===== config.mk =====
export PLATFORM = sky130hd
export DESIGN_NAME = idxcfg_port
export DESIGN_NICKNAME = d
export VERILOG_FILES = /design/src/rtl/idxcfg_pkg.sv /design/src/rtl/idxcfg_decode.sv /design/src/rtl/idxcfg_regs.sv /design/src/rtl/idxcfg_port.sv
export SDC_FILE = /design/constraint.sdc
export NUM_CORES = 1
export LEC_CHECK = 0
export ABC_AREA = 1
export BUFFER_PORTS_ARGS = -buffer_cell sky130_fd_sc_hd__buf_2
export CORE_MARGIN = 2
export CORE_UTILIZATION = 50
export DETAILED_ROUTE_END_ITERATION = 7
export PLACE_DENSITY = 0.71
export REMOVE_ABC_BUFFERS = 1
export SKIP_CTS_REPAIR_TIMING = 1
export SYNTH_ARGS = -nofsm -noshare
export SYNTH_HDL_FRONTEND = slang
export SYNTH_SLANG_ARGS = --single-unit

===== constraint.sdc =====
create_clock -name clk -period 3.9 [get_ports clk]
set_clock_uncertainty 0.15 [all_clocks]
set_input_delay 0.39 -clock clk [delete_from_list [all_inputs] [get_ports clk]]
set_output_delay 0.39 -clock clk [all_outputs]
set_load 0.05 [all_outputs]

===== src/rtl/idxcfg_pkg.sv =====
package idxcfg_pkg;

   // Which register a data-port access lands on.
   typedef enum logic [1:0] {
      TGT_NONE  = 2'd0,
      TGT_CTRL  = 2'd1,
      TGT_GCFG  = 2'd2,
      TGT_SPARE = 2'd3
   } tgt_e;

   // Width needed to number n items, never below one bit.
   function automatic int sel_width(input int n);
      return (n > 1) ? $clog2(n) : 1;
   endfunction

endpackage


===== src/rtl/idxcfg_decode.sv =====
module idxcfg_decode
   import idxcfg_pkg::*;
#(
   parameter int                ADDR_W     = 16,
   parameter int                DATA_W     = 8,
   parameter logic [ADDR_W-1:0] IDX_PORT   = 16'h0022,
   parameter logic [ADDR_W-1:0] DAT_PORT   = 16'h0023,
   parameter logic [DATA_W-1:0] CTRL_IDX   = 8'hC3,
   parameter logic [DATA_W-1:0] GCFG_IDX   = 8'hB8,
   parameter logic [DATA_W-1:0] SPARE_BASE = 8'h20,
   parameter int                NUM_SPARE  = 4,
   localparam int               SPARE_IW   = sel_width(NUM_SPARE)
) (
   input  logic                clk,
   input  logic                rst_n,
   input  logic [ADDR_W-1:0]   io_addr,
   input  logic                io_wr,
   input  logic                io_rd,
   input  logic [DATA_W-1:0]   io_wdata,
   input  logic                map_en,
   output tgt_e                tgt,
   output logic [SPARE_IW-1:0] spare_sel,
   output logic                dat_wr,
   output logic                dat_rd
);

   localparam logic [DATA_W:0] SPARE_CNT = (DATA_W+1)'(NUM_SPARE);

   logic              idx_hit, dat_hit;
   logic [DATA_W-1:0] idx_q;
   logic              idx_vld_q;
   logic [DATA_W:0]   spare_off;
   logic              in_spare;

   assign idx_hit = (io_addr == IDX_PORT);
   assign dat_hit = (io_addr == DAT_PORT);
   assign dat_wr  = io_wr & dat_hit;
   assign dat_rd  = io_rd & dat_hit;

   // Index latch: armed by an index write, spent by any data access.
   always_ff @(posedge clk or negedge rst_n) begin
      if (!rst_n) begin
         idx_q     <= '0;
         idx_vld_q <= 1'b0;
      end else if (io_wr && idx_hit) begin
         idx_q     <= io_wdata;
         idx_vld_q <= 1'b1;
      end else if (dat_wr || dat_rd) begin
         idx_vld_q <= 1'b0;
      end
   end

   // Offset into the spare group; an index below the base wraps past the count.
   assign spare_off = {1'b0, idx_q} - {1'b0, SPARE_BASE};
   assign in_spare  = (spare_off < SPARE_CNT);
   assign spare_sel = spare_off[SPARE_IW-1:0];

   always_comb begin
      tgt = TGT_NONE;
      if (idx_vld_q) begin
         if (idx_q == CTRL_IDX)      tgt = TGT_CTRL;
         else if (map_en) begin
            if (idx_q == GCFG_IDX)   tgt = TGT_GCFG;
            else if (in_spare)       tgt = TGT_SPARE;
         end
      end
   end

   // an index write leaves a valid index equal to the written byte.
   a_r1_index_armed: assert property (@(posedge clk) disable iff (!rst_n)
      (io_wr && idx_hit) |=> (idx_vld_q && idx_q == $past(io_wdata)));

   // a data access spends the index.
   a_r6_index_spent: assert property (@(posedge clk) disable iff (!rst_n)
      (dat_wr || dat_rd) |=> !idx_vld_q);

   // with no valid index, no register is targeted.
   a_r6_no_target: assert property (@(posedge clk) disable iff (!rst_n)
      !idx_vld_q |-> (tgt == TGT_NONE));

endmodule


===== src/rtl/idxcfg_regs.sv =====
module idxcfg_regs
   import idxcfg_pkg::*;
#(
   parameter int                DATA_W    = 8,
   parameter int                NUM_SPARE = 4,
   parameter int                MAPEN_BIT = 4,
   parameter int                GSEL_W    = 2,
   parameter logic [DATA_W-1:0] CTRL_RST  = '0,
   localparam int               SPARE_IW  = sel_width(NUM_SPARE)
) (
   input  logic                clk,
   input  logic                rst_n,
   input  tgt_e                tgt,
   input  logic [SPARE_IW-1:0] spare_sel,
   input  logic                dat_wr,
   input  logic                dat_rd,
   input  logic [DATA_W-1:0]   wdata,
   output logic [DATA_W-1:0]   rdata,
   output logic                map_en,
   output logic [GSEL_W-1:0]   gsel
);

   logic [DATA_W-1:0] ctrl_q;
   logic [DATA_W-1:0] gcfg_q;
   logic [DATA_W-1:0] spare_q [NUM_SPARE];

   always_ff @(posedge clk or negedge rst_n) begin
      if (!rst_n)                         ctrl_q <= CTRL_RST;
      else if (dat_wr && tgt == TGT_CTRL) ctrl_q <= wdata;
   end

   always_ff @(posedge clk or negedge rst_n) begin
      if (!rst_n)                         gcfg_q <= '0;
      else if (dat_wr && tgt == TGT_GCFG) gcfg_q <= wdata;
   end

   for (genvar i = 0; i < NUM_SPARE; i++) begin : g_spare
      logic [DATA_W-1:0] q;
      always_ff @(posedge clk or negedge rst_n) begin
         if (!rst_n)
            q <= '0;
         else if (dat_wr && tgt == TGT_SPARE && spare_sel == SPARE_IW'(i))
            q <= wdata;
      end
      assign spare_q[i] = q;
   end

   always_comb begin
      rdata = '1;
      if (dat_rd) begin
         unique case (tgt)
            TGT_CTRL:  rdata = ctrl_q;
            TGT_GCFG:  rdata = gcfg_q;
            TGT_SPARE: rdata = spare_q[spare_sel];
            default:   rdata = '1;
         endcase
      end
   end

   assign map_en = ctrl_q[MAPEN_BIT];
   assign gsel   = gcfg_q[GSEL_W-1:0];

   // reset leaves the control register with mapping off.
   a_r9_reset_unmapped: assert property (@(posedge clk)
      !rst_n |-> !map_en);

   // the general configuration holds its value unless it is the write target.
   a_r4_gcfg_guarded: assert property (@(posedge clk) disable iff (!rst_n)
      !(dat_wr && tgt == TGT_GCFG) |=> $stable(gcfg_q));

endmodule


===== src/rtl/idxcfg_port.sv =====
module idxcfg_port
   import idxcfg_pkg::*;
#(
   parameter int                ADDR_W     = 16,
   parameter int                DATA_W     = 8,
   parameter logic [ADDR_W-1:0] IDX_PORT   = 16'h0022,
   parameter logic [ADDR_W-1:0] DAT_PORT   = 16'h0023,
   parameter logic [DATA_W-1:0] CTRL_IDX   = 8'hC3,
   parameter int                MAPEN_BIT  = 4,
   parameter logic [DATA_W-1:0] CTRL_RST   = 8'h00,
   parameter logic [DATA_W-1:0] GCFG_IDX   = 8'hB8,
   parameter logic [DATA_W-1:0] SPARE_BASE = 8'h20,
   parameter int                NUM_SPARE  = 4,
   parameter int                GSEL_W     = 2,
   parameter int                BASE_W     = 32
) (
   input  logic              clk,
   input  logic              rst_n,
   input  logic [ADDR_W-1:0] io_addr,
   input  logic              io_wr,
   input  logic              io_rd,
   input  logic [DATA_W-1:0] io_wdata,
   output logic [DATA_W-1:0] io_rdata,
   output logic [BASE_W-1:0] base_addr
);

   localparam int SPARE_IW = sel_width(NUM_SPARE);
   localparam int SHIFT    = BASE_W - GSEL_W;
   localparam int SPARE_HI = int'(SPARE_BASE) + NUM_SPARE - 1;

   // Elaboration-time parameter checks.
   if (MAPEN_BIT < 0 || MAPEN_BIT >= DATA_W) begin : g_bad_mapen
      $error("map-enable bit outside the data byte");
   end
   if (CTRL_RST[MAPEN_BIT]) begin : g_bad_rst
      $error("control reset value must leave mapping off");
   end
   if (GSEL_W < 1 || GSEL_W > DATA_W || GSEL_W >= BASE_W) begin : g_bad_gsel
      $error("window select width out of range");
   end
   if (NUM_SPARE < 1 || SPARE_HI >= (1 << DATA_W)) begin : g_bad_spare
      $error("spare group does not fit the index space");
   end
   if (IDX_PORT == DAT_PORT || CTRL_IDX == GCFG_IDX) begin : g_bad_alias
      $error("ports or register indices alias");
   end
   if ((int'(CTRL_IDX) >= int'(SPARE_BASE) && int'(CTRL_IDX) <= SPARE_HI) ||
       (int'(GCFG_IDX) >= int'(SPARE_BASE) && int'(GCFG_IDX) <= SPARE_HI)) begin : g_bad_overlap
      $error("spare group overlaps a named register");
   end

   tgt_e                tgt;
   logic [SPARE_IW-1:0] spare_sel;
   logic                dat_wr, dat_rd;
   logic                map_en;
   logic [GSEL_W-1:0]   gsel;

   idxcfg_decode #(
      .ADDR_W     (ADDR_W),
      .DATA_W     (DATA_W),
      .IDX_PORT   (IDX_PORT),
      .DAT_PORT   (DAT_PORT),
      .CTRL_IDX   (CTRL_IDX),
      .GCFG_IDX   (GCFG_IDX),
      .SPARE_BASE (SPARE_BASE),
      .NUM_SPARE  (NUM_SPARE)
   ) u_decode (
      .clk       (clk),
      .rst_n     (rst_n),
      .io_addr   (io_addr),
      .io_wr     (io_wr),
      .io_rd     (io_rd),
      .io_wdata  (io_wdata),
      .map_en    (map_en),
      .tgt       (tgt),
      .spare_sel (spare_sel),
      .dat_wr    (dat_wr),
      .dat_rd    (dat_rd)
   );

   idxcfg_regs #(
      .DATA_W    (DATA_W),
      .NUM_SPARE (NUM_SPARE),
      .MAPEN_BIT (MAPEN_BIT),
      .GSEL_W    (GSEL_W),
      .CTRL_RST  (CTRL_RST)
   ) u_regs (
      .clk       (clk),
      .rst_n     (rst_n),
      .tgt       (tgt),
      .spare_sel (spare_sel),
      .dat_wr    (dat_wr),
      .dat_rd    (dat_rd),
      .wdata     (io_wdata),
      .rdata     (io_rdata),
      .map_en    (map_en),
      .gsel      (gsel)
   );

   assign base_addr = {gsel, {SHIFT{1'b0}}};

   // the control register takes a write whatever the mapping state.
   a_r2_ctrl_reach: assert property (@(posedge clk) disable iff (!rst_n)
      (dat_wr && tgt == TGT_CTRL) |=> (map_en == $past(io_wdata[MAPEN_BIT])));

   // an unmapped extended read returns all ones.
   a_r4_hidden_read: assert property (@(posedge clk) disable iff (!rst_n)
      (dat_rd && !map_en && tgt != TGT_CTRL) |-> (io_rdata == '1));

   // an unmapped data write leaves the base window alone.
   a_r4_hidden_write: assert property (@(posedge clk) disable iff (!rst_n)
      (dat_wr && !map_en && tgt != TGT_CTRL) |=> $stable(base_addr));

   // the base window follows the select bits written to the general configuration.
   a_r8_base_follow: assert property (@(posedge clk) disable iff (!rst_n)
      (dat_wr && tgt == TGT_GCFG) |=>
      (base_addr[BASE_W-1 -: GSEL_W] == $past(io_wdata[GSEL_W-1:0])));

   // no data-port read, all-ones read byte.
   a_r10_idle_ones: assert property (@(posedge clk) disable iff (!rst_n)
      !(io_rd && io_addr == DAT_PORT) |-> (io_rdata == '1));

endmodule


Word level (Yosys, flattened, before mapping)

Index checks and enable logic that the tools add are counted.

Reduce and logical (&&, ||, !) cells: 11
Bitwise operators: 3
Mux-type cells: 12
Eq/ne operators: 10
$add $sub $neg: 1
$lt $le $gt $ge: 2

Operators by type and width:

| operator            | number |
|---|---|
| $eq 16x6->1 const B | 2 |
| $mux 8              | 3 |
| $pmux 8 s3          | 1 |
| $bmux 8 s2          | 1 |
| $eq 8x8->1 const B  | 2 |
| $mux 2              | 5 |
| $lt 9x3->1 const B  | 1 |
| $sub 8x6->9 const B | 1 |
| $eq 2x2->1 const B  | 4 |
| $logic_and 1x1->1   | 8 |
| $eq 2x1->1 const B  | 2 |
| $ge 3x3->1 const B  | 1 |
| $not 2->3           | 1 |
| $and 1x1->1         | 2 |
| $logic_not 2->1     | 1 |
| $mux 1              | 2 |
| $reduce_bool 2->1   | 1 |
| $logic_or 1x1->1    | 1 |

Output and inout port bits: 40
Word-level logic and storage cells: 47
Input bits: 28
Flip-flop bits (word level): 57

Logic depth before layout (Yosys ltp)

Gate-level depths: netlist (run 1).

Depth in word-level cells: 10
Depth in mapped cells: 12

Cells and area by module

A second synthesis (run 1) with hierarchy kept.

Cell total of the unflattened synthesis: 412
Area, all modules: 3148.0 um2

Modules (own cells, without submodules):

| module        | times used | cells each | area each (um2) |
|---|---|---|---|
| idxcfg_regs   | 1          | 301        | 2307.2 |
| idxcfg_decode | 1          | 80         | 611.8 |
| idxcfg_port   | 1          | 31         | 229.0 |

Worst setup path after synthesis (run 1)

OpenSTA, ideal clock, no wires.

Path kind: reg-to-output
Start point: register u_decode.idx_q[0]
End point: output port io_rdata[6]
Setup slack: 1.728 ns
Arrival: 1.632 ns
Data required time: 3.360 ns
Stages on the path, launching flop included: 9
Path through: dfrtp_1 buf_4 nor2_2 nand3_1 nor2_1 nand4_2 nor2_1 nor2_1 nand2_1

Cells in the longest elaborated chain, start to end: 10

RTL lines:

| what                                     | RTL line            | source |
|---|---|---|
| from (decl)                              | idxcfg_decode.sv:30 | `logic [DATA_W-1:0] idx_q;` |
| from (signal assigned)                   | idxcfg_decode.sv:46 | `idx_q <= io_wdata;` |
| $sub 8x6->9                              | idxcfg_decode.sv:54 | `assign spare_off = {1'b0, idx_q} - {1'b0, SPARE_BASE};` |
| $lt 9x3->1                               | idxcfg_decode.sv:55 | `assign in_spare = (spare_off < SPARE_CNT);` |
| $mux 2                                   | idxcfg_decode.sv:64 | `else if (in_spare) tgt = TGT_SPARE;` |
| $mux 2                                   | idxcfg_decode.sv:63 | `if (idx_q == GCFG_IDX) tgt = TGT_GCFG;` |
| $mux 2                                   | idxcfg_decode.sv:62 | `else if (map_en) begin` |
| $mux 2                                   | idxcfg_decode.sv:61 | `if (idx_q == CTRL_IDX) tgt = TGT_CTRL;` |
| $mux 2                                   | idxcfg_decode.sv:60 | `if (idx_vld_q) begin` |
| $eq 2x2->1 or $eq 2x1->1 (tied branches) | idxcfg_regs.sv:51   | `unique case (tgt)` |
| $pmux 8 s3 *                             | idxcfg_regs.sv:51   |  |
| $mux 8 *                                 | idxcfg_regs.sv:50   | `if (dat_rd) begin` |
| to (decl)                                | idxcfg_port.sv:23   | `output logic [DATA_W-1:0] io_rdata,` |

Mark *: on every way between the ends. The rest lies on a longest branch, timed or not. The select of a mux whose other input is x is not followed.

Worst setup path in the final report (run 1)

Start point: register u_decode.idx_q[1]
End point: output port io_rdata[4]

Same word-level chain as after synthesis.

==> results of run 1 <==
==> cells by family after synthesis <==
family | count (synthesis) | share of synthesized area, %
buffers and inverters | 150 | 20.1
DFF | 57 | 40.3
and+or+nand+nor | 249 | 32.2
AOI/OAI and AO/OA | 42 | 7.28
other | 1 | 0.106
==> final timing paths <==
path / start / endpoint / slack (ns) / cells past startpoint
worst max register to register: u_decode.idx_q[0]$_DFFE_PN0P_ / u_regs.g_spare[3].q[2]$_DFFE_PN0P_ / 1.96 / 6
max in group asynchronous: rst_n / u_decode.idx_q[3]$_DFFE_PN0P_ / 3.08 / 2
min in group clk: io_wdata[6] / u_regs.ctrl_q[6]$_DFFE_PN0P_ / 0.12 / 3
worst min-delay path: rst_n / u_regs.ctrl_q[5]$_DFFE_PN0P_ / 0.03 / 2
worst max-delay path: u_decode.idx_q[1]$_DFFE_PN0P_ / io_rdata[4] / 1.0 / 9
worst min register to register: u_regs.gcfg_q[5]$_DFFE_PN0P_ / u_regs.gcfg_q[5]$_DFFE_PN0P_ / 0.33 / 2
==> power by group through the flow <==
stage / registers (mW) / clock network, mW / logic (mW)
after detailed placement: 0.602 / 0 / 0.108
after CTS: 0.591 / 0.579 / 0.108
final: 0.591 / 0.567 / 0.108
after global routing: 0.591 / 0.600 / 0.117
after floorplan: 0.602 / 0 / 0.0742
after global placement: 0.602 / 0 / 0.108
==> cell usage after synthesis <==
cell type	instances
clkbuf_1	1
a21oi_1	2
inv_2	7
buf_2	4
nor2_4	2
nor2_1	68
nand4_1	2
nor3_1	1
conb_1	1
nand2_4	4
nand3_1	43
nand2_8	2
o21ai_2	8
buf_8	1
dfrtp_1	57
nor2_8	1
o21ai_1	7
nand2_2	3
o21ai_0	11
nand3_2	1
buf_4	33
buf_6	1
nand2_1	116
nand3_4	1
clkinv_1	2
nand4_2	2
nor2_2	3
o22ai_1	14
inv_1	101
==> worst max-delay path, cell delays in order (launching register included) <==
cell and delay [ns]:
dfrtp_1 0.45, inv_2 0.09, nor2_1 0.48, inv_1 0.29
o22ai_1 0.17, nor2_1 0.07, nor2_1 0.12, nor2_1 0.05
nand2_1 0.05, buf_2 0.25
==> state kept, by name, summed over array words and instances, names as in the netlist <==
register / flops
u_regs.gcfg_q: 8
u_decode.idx_q: 8
u_regs.ctrl_q: 8
u_regs.g_spare.q: 32
u_decode.idx_vld_q: 1
==> per-stage QoR <==
| step | util (%) | area (µm²) | std cells |
|---|---|---|---|
| after floorplan | - | 3350 | 488 |
| after global placement | 53.7 | 3670 | 623 |
| after detailed placement | 53.7 | 3670 | 623 |
| after CTS | 56.7 | 3880 | 639 |
| after global routing | 56.7 | 3880 | 639 |
| final | 56.7 | 3880 | 639 |
==> layer usage <==
metal	part of all wire, %	routed length [µm]	GRT usage (%)	vias up
li1	-	-	-	1519
met1	46	3570	29.7	1390
met2	47	3690	37.3	97
met3	5.8	454	3.49	12
met4	1.6	124	8.26	0
met5	0	0	0	-
==> final cells by class <==
type	instances	area (µm²)
Fill cell	696	2960
Multi-Input combinational cell	321	1510
Sequential cell	57	1430
Inverter	110	413
Timing Repair Buffer	39	200
Clock buffer	11	151
Tap cell	96	120
Clock inverter	5	53.8
==> flow_summary.ini, run 1 <==
[run_status]
outcome = finished, final reports clean

[place]
post-place-ws_ns = 1.37
place_congestion = 0.836
dp_hpwl_um = 5680
numPortBuffers = 37

[synth]
synth_area_leaders = dfrtp_1 40%, nand2_1 12%, inv_1 11%
synth_top_area_cell = dfrtp_1
netlist.area_leader.share_pct = 40.3
syn_inst = 499
synth-seq-area-share_pct = 40.3
post_synth.cell_area_avg_um2 = 7.09
synth_cell_types = 29
synth-seq-cells = 57
yosys_warnings = 0
syn_area_mm2 = 0.00354

[clock_network]
clockBufferDepth = 2
cts_buffers = 9
h-tree-depth = 3
cts_root_buffer = clkbuf_8
clk_latency_ns = 0.34
clkSinkCount = 57
cts_tree = built
path_clk_slew_ns = 0.07

[die]
die_x_um = 88.1
die_h_um = 88.1
initial_core_util_pct = 51.8
core_region_area_mm2 = 0.00683
row_count = 30
dieArea_mm2 = 0.00777
num_io_pins = 68

[timing]
relSlewSlack_pct = 51.5
min_period_ns = 2.90
rsz0062_at_grt = no
tightest_slew_ns = 0.727
setup_slack_ns = 0.996
setup_viol = 0
fin_crit_sh_pct = 74.5
drv_slew = 0
fin_setup_tns_ns = 0
fmax_ghz = 0.344
whs_ns = 0.0281
finalHoldViolations = 0

[critical_path]
worst-setup-path-type = reg -> out
crit_required_ns = 3.36
worstPathMaxFanout = 11
startpoint_type = flip-flop
arrival_ns = 2.36
worst_setup_path_end_kind = output pin

[final_layout]
num_antenna_cells = 0
layout-drive-gt1-share_pct = 16.4
final_cell_mix = 116 x nand2_1, 101 x inv_1, 68 x nor2_1, 57 x dfrtp_1, 43 x nand3_1
area_growth_pct = 9.51
fin_nets = 566
final_common_cell = nand2_1

[job]
maxCapViolations = 0

[min_path]
hold_class = in -> async

[power]
p_per_area_mw_per_mm2 = 327
p_comb_share_pct = 8.5
total_power_mw = 1.27
power_frac_seq_pct = 46.7
peakVddDrop_v = 0.000158
p_sw_share_pct = 26.4
p_clk_share_pct = 44.8
switchingPower_mw = 0.334
power_leakage_nw = 2.16
intPower_mw = 0.932

[grt]
antenna_found_initial = 0
grt_overflow = 0
grt_pass1_wl_um = 13200
track_usage_pct = 22.4
grt_max_degree = 58
grt_pass1_vias = 2847

[drt]
ant_nets = 0
drt_iter0_markers = 192
vias = 3018
drcViolationCount = 0
first_pass_iters = 5
avgRoutedWirePerCell_um = 12.3
routed_via_density = 4.72
routed_wl_um = 7840
Power figures use the tool's default switching activity.
==> run 2: changes to the inputs <==
clock period = 3 ns   (was 3.9 ns; I/O delays follow)
==> flow_summary.ini, run 2 (same netlist as run 1, synthesis figures left out) <==
[timing]
min_period_ns = 2.62
setup_viol = 0
finalHoldViolations = 0
rsz0062_at_grt = no
relSlewSlack_pct = 45.8
fmax_ghz = 0.382
setup_slack_ns = 0.381
drv_slew = 0
fin_crit_sh_pct = 87.3
tightest_slew_ns = 0.814
fin_setup_tns_ns = 0

[drt]
first_pass_iters = 5
vias = 3010
drt_iter0_markers = 156
ant_nets = 0
routed_wl_um = 7730
routed_via_density = 4.68
drcViolationCount = 0
avgRoutedWirePerCell_um = 12.0

[die]
dieArea_mm2 = 0.00777
die_x_um = 88.1
num_io_pins = 68
row_count = 30
core_region_area_mm2 = 0.00683
initial_core_util_pct = 51.8
die_h_um = 88.1

[clock_network]
cts_buffers = 9
clk_latency_ns = 0.33
path_clk_slew_ns = 0.07
cts_root_buffer = clkbuf_8
cts_tree = built
clkSinkCount = 57
h-tree-depth = 3
clockBufferDepth = 2

[place]
dp.cells = 626
numPortBuffers = 37
place_congestion = 0.860
dp_hpwl_um = 5690
post-place-ws_ns = 0.745

[run_status]
outcome = finished, final reports clean

[critical_path]
worstPathMaxFanout = 10
arrival_ns = 2.17
startpoint_type = flip-flop
worst-setup-path-type = reg -> out
crit_required_ns = 2.55
worst_setup_path_end_kind = output pin

[final_layout]
finalNonFillerCells = 643
fin_nets = 570
layout-drive-gt1-share_pct = 16.6
final_common_cell = nand2_1
num_antenna_cells = 0
largest_reg_flops = 32
fill_cells = 665
final_cell_mix = 116 x nand2_1, 101 x inv_1, 68 x nor2_1, 57 x dfrtp_1, 43 x nand3_1
largest_register = u_regs.g_spare.q
seqCellArea_mm2 = 0.00143
multi_input_area_mm2 = 0.00151
area_growth_pct = 10.6

[power]
p_per_area_mw_per_mm2 = 429
peakVddDrop_v = 0.000171
power_leakage_nw = 2.18

[grt]
grt_overflow = 0
grt_pass1_wl_um = 12700
grt_pass1_vias = 2766
grt_max_degree = 38
antenna_found_initial = 0
track_usage_pct = 21.2

[job]
maxCapViolations = 0

[min_path]
hold_class = in -> reg
[run 2: changes by cell type in the layout (fill, tap and decap cells not counted)]
cell / delta
buf_4: +3
clkbuf_1: +1
clkinv_4: -1
clkbuf_8: -2
dlygate4sd3_1: +1
clkinvlp_4: +1
bufinv_16: +1
[run 2: stage by stage]
step	hold slack [ns]	instance area [µm²]	power [mW]	util, %
6_report	0.0409	3910	1.68	57.3
5_1_grt	0.0318	3910	1.73	57.3
4_1_cts	-0.0773	3900	1.69	57.1
3_5_place_dp	0.292	3690	0.924	54.1
3_3_place_gp	0.288	3690	0.923	54.1
2_1_floorplan	-0.146	3350	0.880	-
[run 2: critical path: stages (launching register included)]
cell	delay [ns]
dfrtp_1	0.50
nand2_4	0.16
nor2_4	0.17
nand3_4	0.11
nand2_8	0.12
nand3_1	0.22
nor2_1	0.18
nor2_1	0.06
nand2_1	0.05
buf_2	0.25
[run 2: final timing paths]
| kind | startpoint | end | slack [ns] | cells past startpoint |
|---|---|---|---|---|
| setup / recovery | u_decode.idx_q[0]$_DFFE_PN0P_ | io_rdata[4] | 0.38 | 9 |
| hold / removal | io_wdata[5] | u_regs.ctrl_q[5]$_DFFE_PN0P_ | 0.04 | 3 |
| setup reg to reg | u_decode.idx_q[1]$_DFFE_PN0P_ | u_regs.g_spare[1].q[6]$_DFFE_PN0P_ | 1.10 | 7 |
| hold reg to reg | u_regs.gcfg_q[5]$_DFFE_PN0P_ | u_regs.gcfg_q[5]$_DFFE_PN0P_ | 0.34 | 2 |
| max in group asynchronous | rst_n | u_regs.g_spare[1].q[6]$_DFFE_PN0P_ | 1.53 | 3 |
| min in group asynchronous | rst_n | u_regs.gcfg_q[0]$_DFFE_PN0P_ | 0.47 | 2 |
[run 2: area by class of cell]
cell class	count	share of cell area [%]
Clock inverter	6	2.11
Sequential cell	57	36.4
Tap cell	96	3.07
Multi-Input combinational cell	321	38.6
Inverter	110	10.5
Timing Repair Buffer	43	5.95
Clock buffer	10	3.26
[run 2: report_power, final]
part,total (mW),internal (mW),switching (mW)
combinational,0.142,0.0188,0.123
clock,0.768,0.463,0.305
sequential,0.769,0.769,0.0000666
total,1.68,1.25,0.428
[run 2: metal layers]
layer / GRT usage [%] / wire, µm / up-vias
li1: - / - / 1524
met4: 6.89 / 67 / 0
met3: 4.71 / 417 / 9
met5: 0 / 0 / -
met1: 27.1 / 3510 / 1388
met2: 35.6 / 3730 / 89
